[src/rtl/coal_pkg.sv]
package coal_pkg;
  typedef enum logic [0:0] {
    ST_IDLE = 1'b0,
    ST_BUSY = 1'b1
  } coal_state_t;
endpackage

[src/rtl/coal_lead_pick.sv]
module coal_lead_pick #(
  parameter int LANES  = 32,
  parameter int LANE_W = $clog2(LANES)
) (
  input  logic [LANES-1:0]  pend,
  output logic [LANE_W-1:0] lead_idx,
  output logic              any
);
  always_comb begin
    lead_idx = '0;
    for (int i = LANES - 1; i >= 0; i--) begin
      if (pend[i]) lead_idx = LANE_W'(i);
    end
    any = |pend;
  end
endmodule

[src/rtl/coal_line_match.sv]
module coal_line_match #(
  parameter int LANES  = 32,
  parameter int ADDR_W = 32,
  parameter int OFF_W  = 7,
  localparam int TAG_W = ADDR_W - OFF_W
) (
  input  logic [LANES*ADDR_W-1:0] addr,
  input  logic [LANES-1:0]        pend,
  input  logic [TAG_W-1:0]        lead_tag,
  output logic [LANES-1:0]        hit
);
  for (genvar g = 0; g < LANES; g++) begin : g_lane
    assign hit[g] = pend[g] && (addr[g*ADDR_W+OFF_W +: TAG_W] == lead_tag);
  end
endmodule

[src/rtl/warp_coalescer.sv]
module warp_coalescer
  import coal_pkg::*;
#(
  parameter int LANES      = 32,
  parameter int ADDR_W     = 32,
  parameter int LINE_BYTES = 128,
  localparam int OFF_W  = $clog2(LINE_BYTES),
  localparam int TAG_W  = ADDR_W - OFF_W,
  localparam int LANE_W = $clog2(LANES),
  localparam int CNT_W  = $clog2(LANES + 1)
) (
  input  logic                    clk,
  input  logic                    rst_n,
  input  logic                    req_valid,
  output logic                    req_ready,
  input  logic [LANES*ADDR_W-1:0] req_addr,
  input  logic [LANES-1:0]        req_mask,
  output logic                    txn_valid,
  input  logic                    txn_ready,
  output logic [ADDR_W-1:0]       txn_addr,
  output logic [LANES-1:0]        txn_lanes,
  output logic                    done,
  output logic [CNT_W-1:0]        txn_count
);

  coal_state_t             state_q, state_d;
  logic [LANES*ADDR_W-1:0] addr_q;
  logic [LANES-1:0]        pend_q, pend_d;
  logic [CNT_W-1:0]        cnt_q, cnt_d;
  logic                    addr_en;

  logic [LANE_W-1:0] lead_idx;
  logic              any_pend;
  logic [TAG_W-1:0]  lead_tag;
  logic [LANES-1:0]  hit;
  logic              accept, fire;

  coal_lead_pick #(.LANES(LANES)) u_pick (
    .pend     (pend_q),
    .lead_idx (lead_idx),
    .any      (any_pend)
  );

  assign lead_tag = addr_q[32'(lead_idx)*ADDR_W+OFF_W +: TAG_W];

  coal_line_match #(.LANES(LANES), .ADDR_W(ADDR_W), .OFF_W(OFF_W)) u_match (
    .addr     (addr_q),
    .pend     (pend_q),
    .lead_tag (lead_tag),
    .hit      (hit)
  );

  assign req_ready = (state_q == ST_IDLE);
  assign txn_valid = (state_q == ST_BUSY) && any_pend;
  assign txn_addr  = {lead_tag, {OFF_W{1'b0}}};
  assign txn_lanes = hit;
  assign done      = (state_q == ST_BUSY) && !any_pend;
  assign txn_count = cnt_q;

  assign accept  = req_valid && req_ready;
  assign fire    = txn_valid && txn_ready;
  assign addr_en = accept;

  always_comb begin
    state_d = state_q;
    pend_d  = pend_q;
    cnt_d   = cnt_q;
    case (state_q)
      ST_IDLE: begin
        if (accept) begin
          state_d = ST_BUSY;
          pend_d  = req_mask;
          cnt_d   = '0;
        end
      end
      ST_BUSY: begin
        if (!any_pend) begin
          state_d = ST_IDLE;
        end else if (fire) begin
          pend_d = pend_q & ~hit;
          cnt_d  = cnt_q + 1'b1;
        end
      end
      default: state_d = ST_IDLE;
    endcase
  end

  always_ff @(posedge clk or negedge rst_n) begin
    if (!rst_n) begin
      state_q <= ST_IDLE;
      pend_q  <= '0;
      cnt_q   <= '0;
    end else begin
      state_q <= state_d;
      pend_q  <= pend_d;
      cnt_q   <= cnt_d;
    end
  end

  always_ff @(posedge clk or negedge rst_n) begin
    if (!rst_n) begin
      addr_q <= '0;
    end else if (addr_en) begin
      addr_q <= req_addr;
    end
  end


  hold_stable_chk: assert property (@(posedge clk) disable iff (!rst_n)
    (txn_valid && !txn_ready) |=> (txn_valid && $stable(txn_addr) && $stable(txn_lanes)));


  lanes_pending_chk: assert property (@(posedge clk) disable iff (!rst_n)
    txn_valid |-> ((txn_lanes != '0) && ((txn_lanes & ~pend_q) == '0)));


  done_pulse_chk: assert property (@(posedge clk) disable iff (!rst_n)
    done |=> !done);


  done_count_chk: assert property (@(posedge clk) disable iff (!rst_n)
    done |-> (!txn_valid && (txn_count <= CNT_W'(LANES))));


  busy_ready_chk: assert property (@(posedge clk) disable iff (!rst_n)
    (req_valid && req_ready) |=> !req_ready);


  served_cleared_chk: assert property (@(posedge clk) disable iff (!rst_n)
    (txn_valid && txn_ready) |=> ((pend_q & $past(txn_lanes)) == '0));

endmodule

[config.mk]
export PLATFORM = sky130hd
export DESIGN_NAME = warp_coalescer
export DESIGN_NICKNAME = d
export VERILOG_FILES = /design/src/rtl/coal_pkg.sv /design/src/rtl/coal_lead_pick.sv /design/src/rtl/coal_line_match.sv /design/src/rtl/warp_coalescer.sv
export SDC_FILE = /design/constraint.sdc
export NUM_CORES = 2
export LEC_CHECK = 0
export ABC_CLOCK_PERIOD_IN_PS = 6850
export BUFFER_PORTS_ARGS = -buffer_cell sky130_fd_sc_hd__clkbuf_2
export CAP_MARGIN = 25
export CORE_AREA = 8 8 438 440
export CTS_CLUSTER_SIZE = 14
export DETAILED_ROUTE_END_ITERATION = 7
export DIE_AREA = 0 0 446 448
export PLACE_DENSITY = 0.58
export SYNTH_ARGS = -nofsm -noshare
export SYNTH_HDL_FRONTEND = slang
export SYNTH_SLANG_ARGS = --single-unit
[constraint.sdc]
create_clock -name clk -period 6.85 [get_ports clk]
set_input_delay 1.37 -clock clk [delete_from_list [all_inputs] [get_ports clk]]
set_output_delay 1.37 -clock clk [all_outputs]
set_load 0.02 [all_outputs]
# Word level (Yosys, flattened, before mapping)
# Cells that the tools add are included.
# totals
ff_bits	1063
latch_bits	0
mem_bits_rw	0
mem_bits_ro	0
out_inout_bits	73
wordCells	127
memories	0
# op_classes
add_sub_neg	2
mul	0
n_div	0
n_lt_le_gt_ge	0
n_eq_ne	35
shift	1
mux	43
n_bitwise	3
n_reduce_logical	39
# op_table
cell	n
$shiftx A1024 B12 Y25	1
$eq A25 B25 Y1	32
$mux W5	32
$mux W32	3
$pmux W32 S2	1
$logic_and A1 B1 Y1	36
$and A32 B32 Y32	1
$not A32 Y32	1
$reduce_or A32 Y1	1
$mux W6	3
$pmux W6 S2	1
$add A10 B3 Y11 const B	1
$add A6 B1 Y6 const B	1
$ne A2 B1 Y1 const B	3
$reduce_and A3 Y1	1
$mux W1	2
$pmux W1 S2	1
$logic_not A1 Y1	1
$not A1 Y1	1

# Depth between registers and ports, before layout
# logic_depth
ltp_word	41
mapped_depth	22
depth_no_buf	14

# Hierarchy
# A second synthesis with hierarchy kept.
# hier_totals
hier_cells	6700
hier_area_um2	57528.9
# modules_own_cells
module	instances	cells_each	area_per_inst_um2	seq_area_each_um2
warp_coalescer	1	5447	47295.4	26600.5
coal_line_match	1	1188	9848.2	0.0
coal_lead_pick	1	65	385.4	0.0

# Worst setup path after synthesis
# OpenSTA, ideal clock, no wires.
# synth_timing
kind	flip-flop to output port
from	reg pend_q[22]
to	out txn_lanes[5]
arrival_time_ns	4.232
required_time_ns	5.480
path_slack_ns	1.248
path_stages_with_launch	16
path_buffers	2
cell_sequence	dfrtp_1 > or4_4 > a211oi_2 > nor2_2 > a31oi_4 > nor3_1 > buf_4 > a32oi_1 > nand3_1 > o31ai_2 > buf_4 > xnor2_1 > nand3_1 > or4_1 > nor4_2 > and2_1
# synth_between
elab_chain_cells	27
# synth_rtl
element	line_no	text
start, declared	warp_coalescer.sv:28	logic [LANES-1:0] pend_q, pend_d;
start signal, assigned	warp_coalescer.sv:95	pend_q <= pend_d;
$mux W5 (23 in a row)	coal_lead_pick.sv:12	if (pend[i]) lead_idx = LANE_W'(i);
$add A10 B3 Y11	warp_coalescer.sv:44	assign lead_tag = addr_q[32'(lead_idx)*ADDR_W+OFF_W +: TAG_W];
$shiftx A1024 B12 Y25	warp_coalescer.sv:44	
$eq A25 B25 Y1	coal_line_match.sv:13	assign hit[g] = pend[g] && (addr[g*ADDR_W+OFF_W +: TAG_W] == lead_tag);
$logic_and A1 B1 Y1	coal_line_match.sv:13	
end, declared	warp_coalescer.sv:21	output logic [LANES-1:0] txn_lanes,
# Every way passes these cells.

# Worst setup path in the final report
# layout_timing
from	reg pend_q[3]
to	out txn_lanes[29]
# layout_between
elab_chain_cells	8
# layout_rtl
element	line_no
$mux W5 (4 in a row)	coal_lead_pick.sv:12
$add A10 B3 Y11	warp_coalescer.sv:44
$shiftx A1024 B12 Y25	warp_coalescer.sv:44
$eq A25 B25 Y1	coal_line_match.sv:13
$logic_and A1 B1 Y1	coal_line_match.sv:13
# Every way passes these cells.

==> metrics <==
status=finished with violations; failing checks=negative setup slack; fin crit share=107.5%; Inserted Clock Buffers=slightly below 100; number of enable flip-flop cells after synthesis=0; first-pass GRT wire length=424,900 µm; synthesized area=about 50,000 µm²; Tot GR Track Use=between 30 and 40%; slowest stage delay, CP=0.46 ns; slowest cell on the critical path=nand4_1; CTS Sinks=~840; Ys Warns=0; Hold/Removal Path Class=register to register; drt pass-1 iters=5; post-route minimum period=7.363 ns; final number of hold-violating endpoints=0; DP Area=59,990 µm²; CTS root buffer=clkbuf_16; TritonCTS clock tree=done; core area=184,600 µm²; final wirelength=~320,000 µm; Final Max Slew Viols=0; Slew HR=27.55%; setup repair after global routing missed its margin=true; worst slack, placed=-0.7647 ns; ys flop type=dfrtp_1; fillers=slightly below 20,000; Most common cell on crit path=buf_4; gr ovfl total=0; crit path max fanout=24; largest net degree at the start of global routing=roughly 210; number of synthesized register bits=~840; Layout area overhead=35.64%; DR iter-0 viols=between 5,000 and 6,000; Mapped Avg Cell Area=7.831 µm²; number of global-route vias before repair=about 52,000; Die ar.=199,800 µm²; vias per cell=5.233; Arr. time, crit path=~6 ns; Die Y=about 450 µm; HPWL after detailed placement=~250,000 µm; Vias=about 53,000; Synth async-reset ratio=between 90% and 100%; clock buffer depth=3; CP startpoint kind=register; IO buf count=about 900; # rows=around 160; Final nets=8,528; Clock Skew=roughly 0.04 ns; actual slew at the worst max-slew pin=between 1 and 1.5 ns; worst setup margin=-0.5134 ns; Wirelength per Cell=roughly 32 µm; library cells used by synthesis=97; hold buffer count at cts=0; H-tree levels=3; CP Capture Type=output pin; Crit path max-delay family=buffers and inverters; final setup violation count=31; critical path class=register to output pin; worst path buffer plus inverter count=14; Max Clk Rate=approximately 140 MHz; ANT nets after route=0; post-synthesis sequential area ratio=~42%; Design Area, Final=67,250 µm²; max-cap violations=0; hold_ws=roughly 0.49 ns; clock latency on the worst-skew pair=a little under 0.8 ns; layout cells sized above 1=roughly a quarter; utilization after layout=between 30% and 40%; initial antenna violation count=43; IO Pins=1,133; Starting Density=26.85%; Cells after Synth=6,331; die width=roughly 450 µm; worst path required time=roughly 5.5 ns; drc violations=0; Final GP Congestion=1.008; clk slew on worst S/H paths=approximately 0.060 ns
-- logic make-up after synthesis --
family | count (synthesis) | synth area share (%)
compound gates | 544 | 7.437
xor+xnor | 659 | 11.66
fa+ha+maj | 1 | 0.02523
buf+inv | 479 | 4.502
flops | 839 | 42.35
mux | 159 | 3.306
other cells | 1 | 0.007564
simple gates | 3649 | 30.72
-- Yosys cell counts, types with 5 or more instances --
master     number  area share, %
a22o_1         27           0.48
a21oi_2         5          0.088
buf_1          17           0.13
a21o_1          9           0.14
o21ai_1         9          0.091
nor4_2          7           0.18
buf_4          50           0.76
buf_2         129            1.3
and3_1        110            1.4
o22ai_1         8           0.10
nand2_1      2880             22
a31o_1         24           0.42
nand3_1       199            2.0
inv_1          43           0.33
o21ai_0        59           0.60
clkbuf_1      229            1.7
and2_1         13           0.16
or4_1          13           0.20
nor2_1         81           0.61
a22oi_1        31           0.47
xnor2_1       319            5.6
a31oi_1        36           0.45
nor3_1         91           0.92
a2111oi_0       9           0.16
a221o_1         5           0.10
a32oi_1        22           0.39
a211oi_1        8           0.12
nor4_1         93            1.2
nor3_2          8           0.16
o211ai_1       10           0.15
buf_6           9           0.20
mux2_2          8           0.18
nand4_1       119            1.5
mux2i_1       148            3.0
xor2_1        339            6.0
a21oi_1       209            2.1
a221oi_1       16           0.28
dfrtp_1       839             42
-- state kept, by name, summed over array words and instances, names as in the netlist --
register   cells
addr_q       800
pend_q        32
txn_count      6
state_q        1
-- worst register-to-register path, cell delays in order (launching register included) --
cell and delay (ns):
dfrtp_2 0.45, or4_1 0.59, o211ai_1 0.39, and3_4 0.30, buf_6 0.17, or3_4 0.15, nor3_4 0.04, buf_4 0.20
a222oi_1 0.73, nand3_4 0.20, o31ai_4 0.12, buf_12 0.16, buf_16 0.14, buf_4 0.20, buf_4 0.13, xnor2_1 0.13
nand4_1 0.14, nor4_2 0.30, buf_4 0.18, nand3_4 0.10, buf_6 0.17, a31o_1 0.20
-- final cells by class --
type	instances	area (µm²)	area share (%)
multi-input combinational	5019	28450	42.31
antenna	28	70.07	0.1042
sequential	839	21010	31.24
tap	2480	3103	4.614
timing repair buffer	1466	11050	16.43
clock buffer	132	2791	4.151
clock inverter	46	613.1	0.9117
inverter	43	161.4	0.2400
-- stage by stage --
step | setup TNS (ns) | cells
final | -12.64 | 10050
after global routing | -15.51 | 10040
after CTS | -11.04 | 9985
after detailed placement | -3.427 | 9722
after global placement | -4.693 | 9720
after floorplan | 0 | 6337
-- per-layer routing --
layer  GRT usage (%)  vias to the layer above  part of all wire (%)
li1                -                    23020                     -
met5               0                        -                 0.020
met1           38.53                    26110                    40
met4           17.01                       10                   6.7
met2           48.06                     2817                    45
met3           6.067                      654                   7.9
-- cells in the final DEF, fill, tap and decap left out, drive strengths merged, types with 11 or more instances in the layout --
master	count
a31oi	38
nor2	87
or4	15
a221oi	18
a31o	25
and3	111
mux2i	148
nor3	101
xor2	339
nand3	200
a22oi	31
inv	53
diode	28
a22o	27
nor4	100
clkinv	21
nand4	119
and2	13
xnor2	320
o211ai	11
dfrtp	839
a21oi	217
clkbuf	1014
o21ai	71
a32oi	23
buf	582
nand2	2881
-- worst paths after layout --
check | start | endpoint | slack [ns] | cells after the start
max | pend_q[3]$_DFFE_PN0P_ | txn_lanes[29] | -0.51 | 27
min in group asynchronous | rst_n | addr_q[743]$_DFFE_PN0P_ | 0.65 | 1
min reg2reg | addr_q[30]$_DFFE_PN0P_ | addr_q[30]$_DFFE_PN0P_ | 0.49 | 2
min | addr_q[30]$_DFFE_PN0P_ | addr_q[30]$_DFFE_PN0P_ | 0.49 | 2
max reg2reg | pend_q[27]$_DFFE_PN0P_ | pend_q[19]$_DFFE_PN0P_ | 1.56 | 21
max in group asynchronous | rst_n | addr_q[52]$_DFFE_PN0P_ | 4.64 | 2
-- what timing repair did --
| item | CTS | global route |
|---|---|---|
| setup endpoints to repair | 32 | 31 |
| pin swaps | 121 | 106 |
| cloned | 4 | 6 |
| buffers inserted | 83 | 38 |
| gates resized for setup | 334 | 198 |
Power is left out: the tool's default activity adds up to more than one toggle a clock period on the data nets, which glitch-free logic cannot reach.
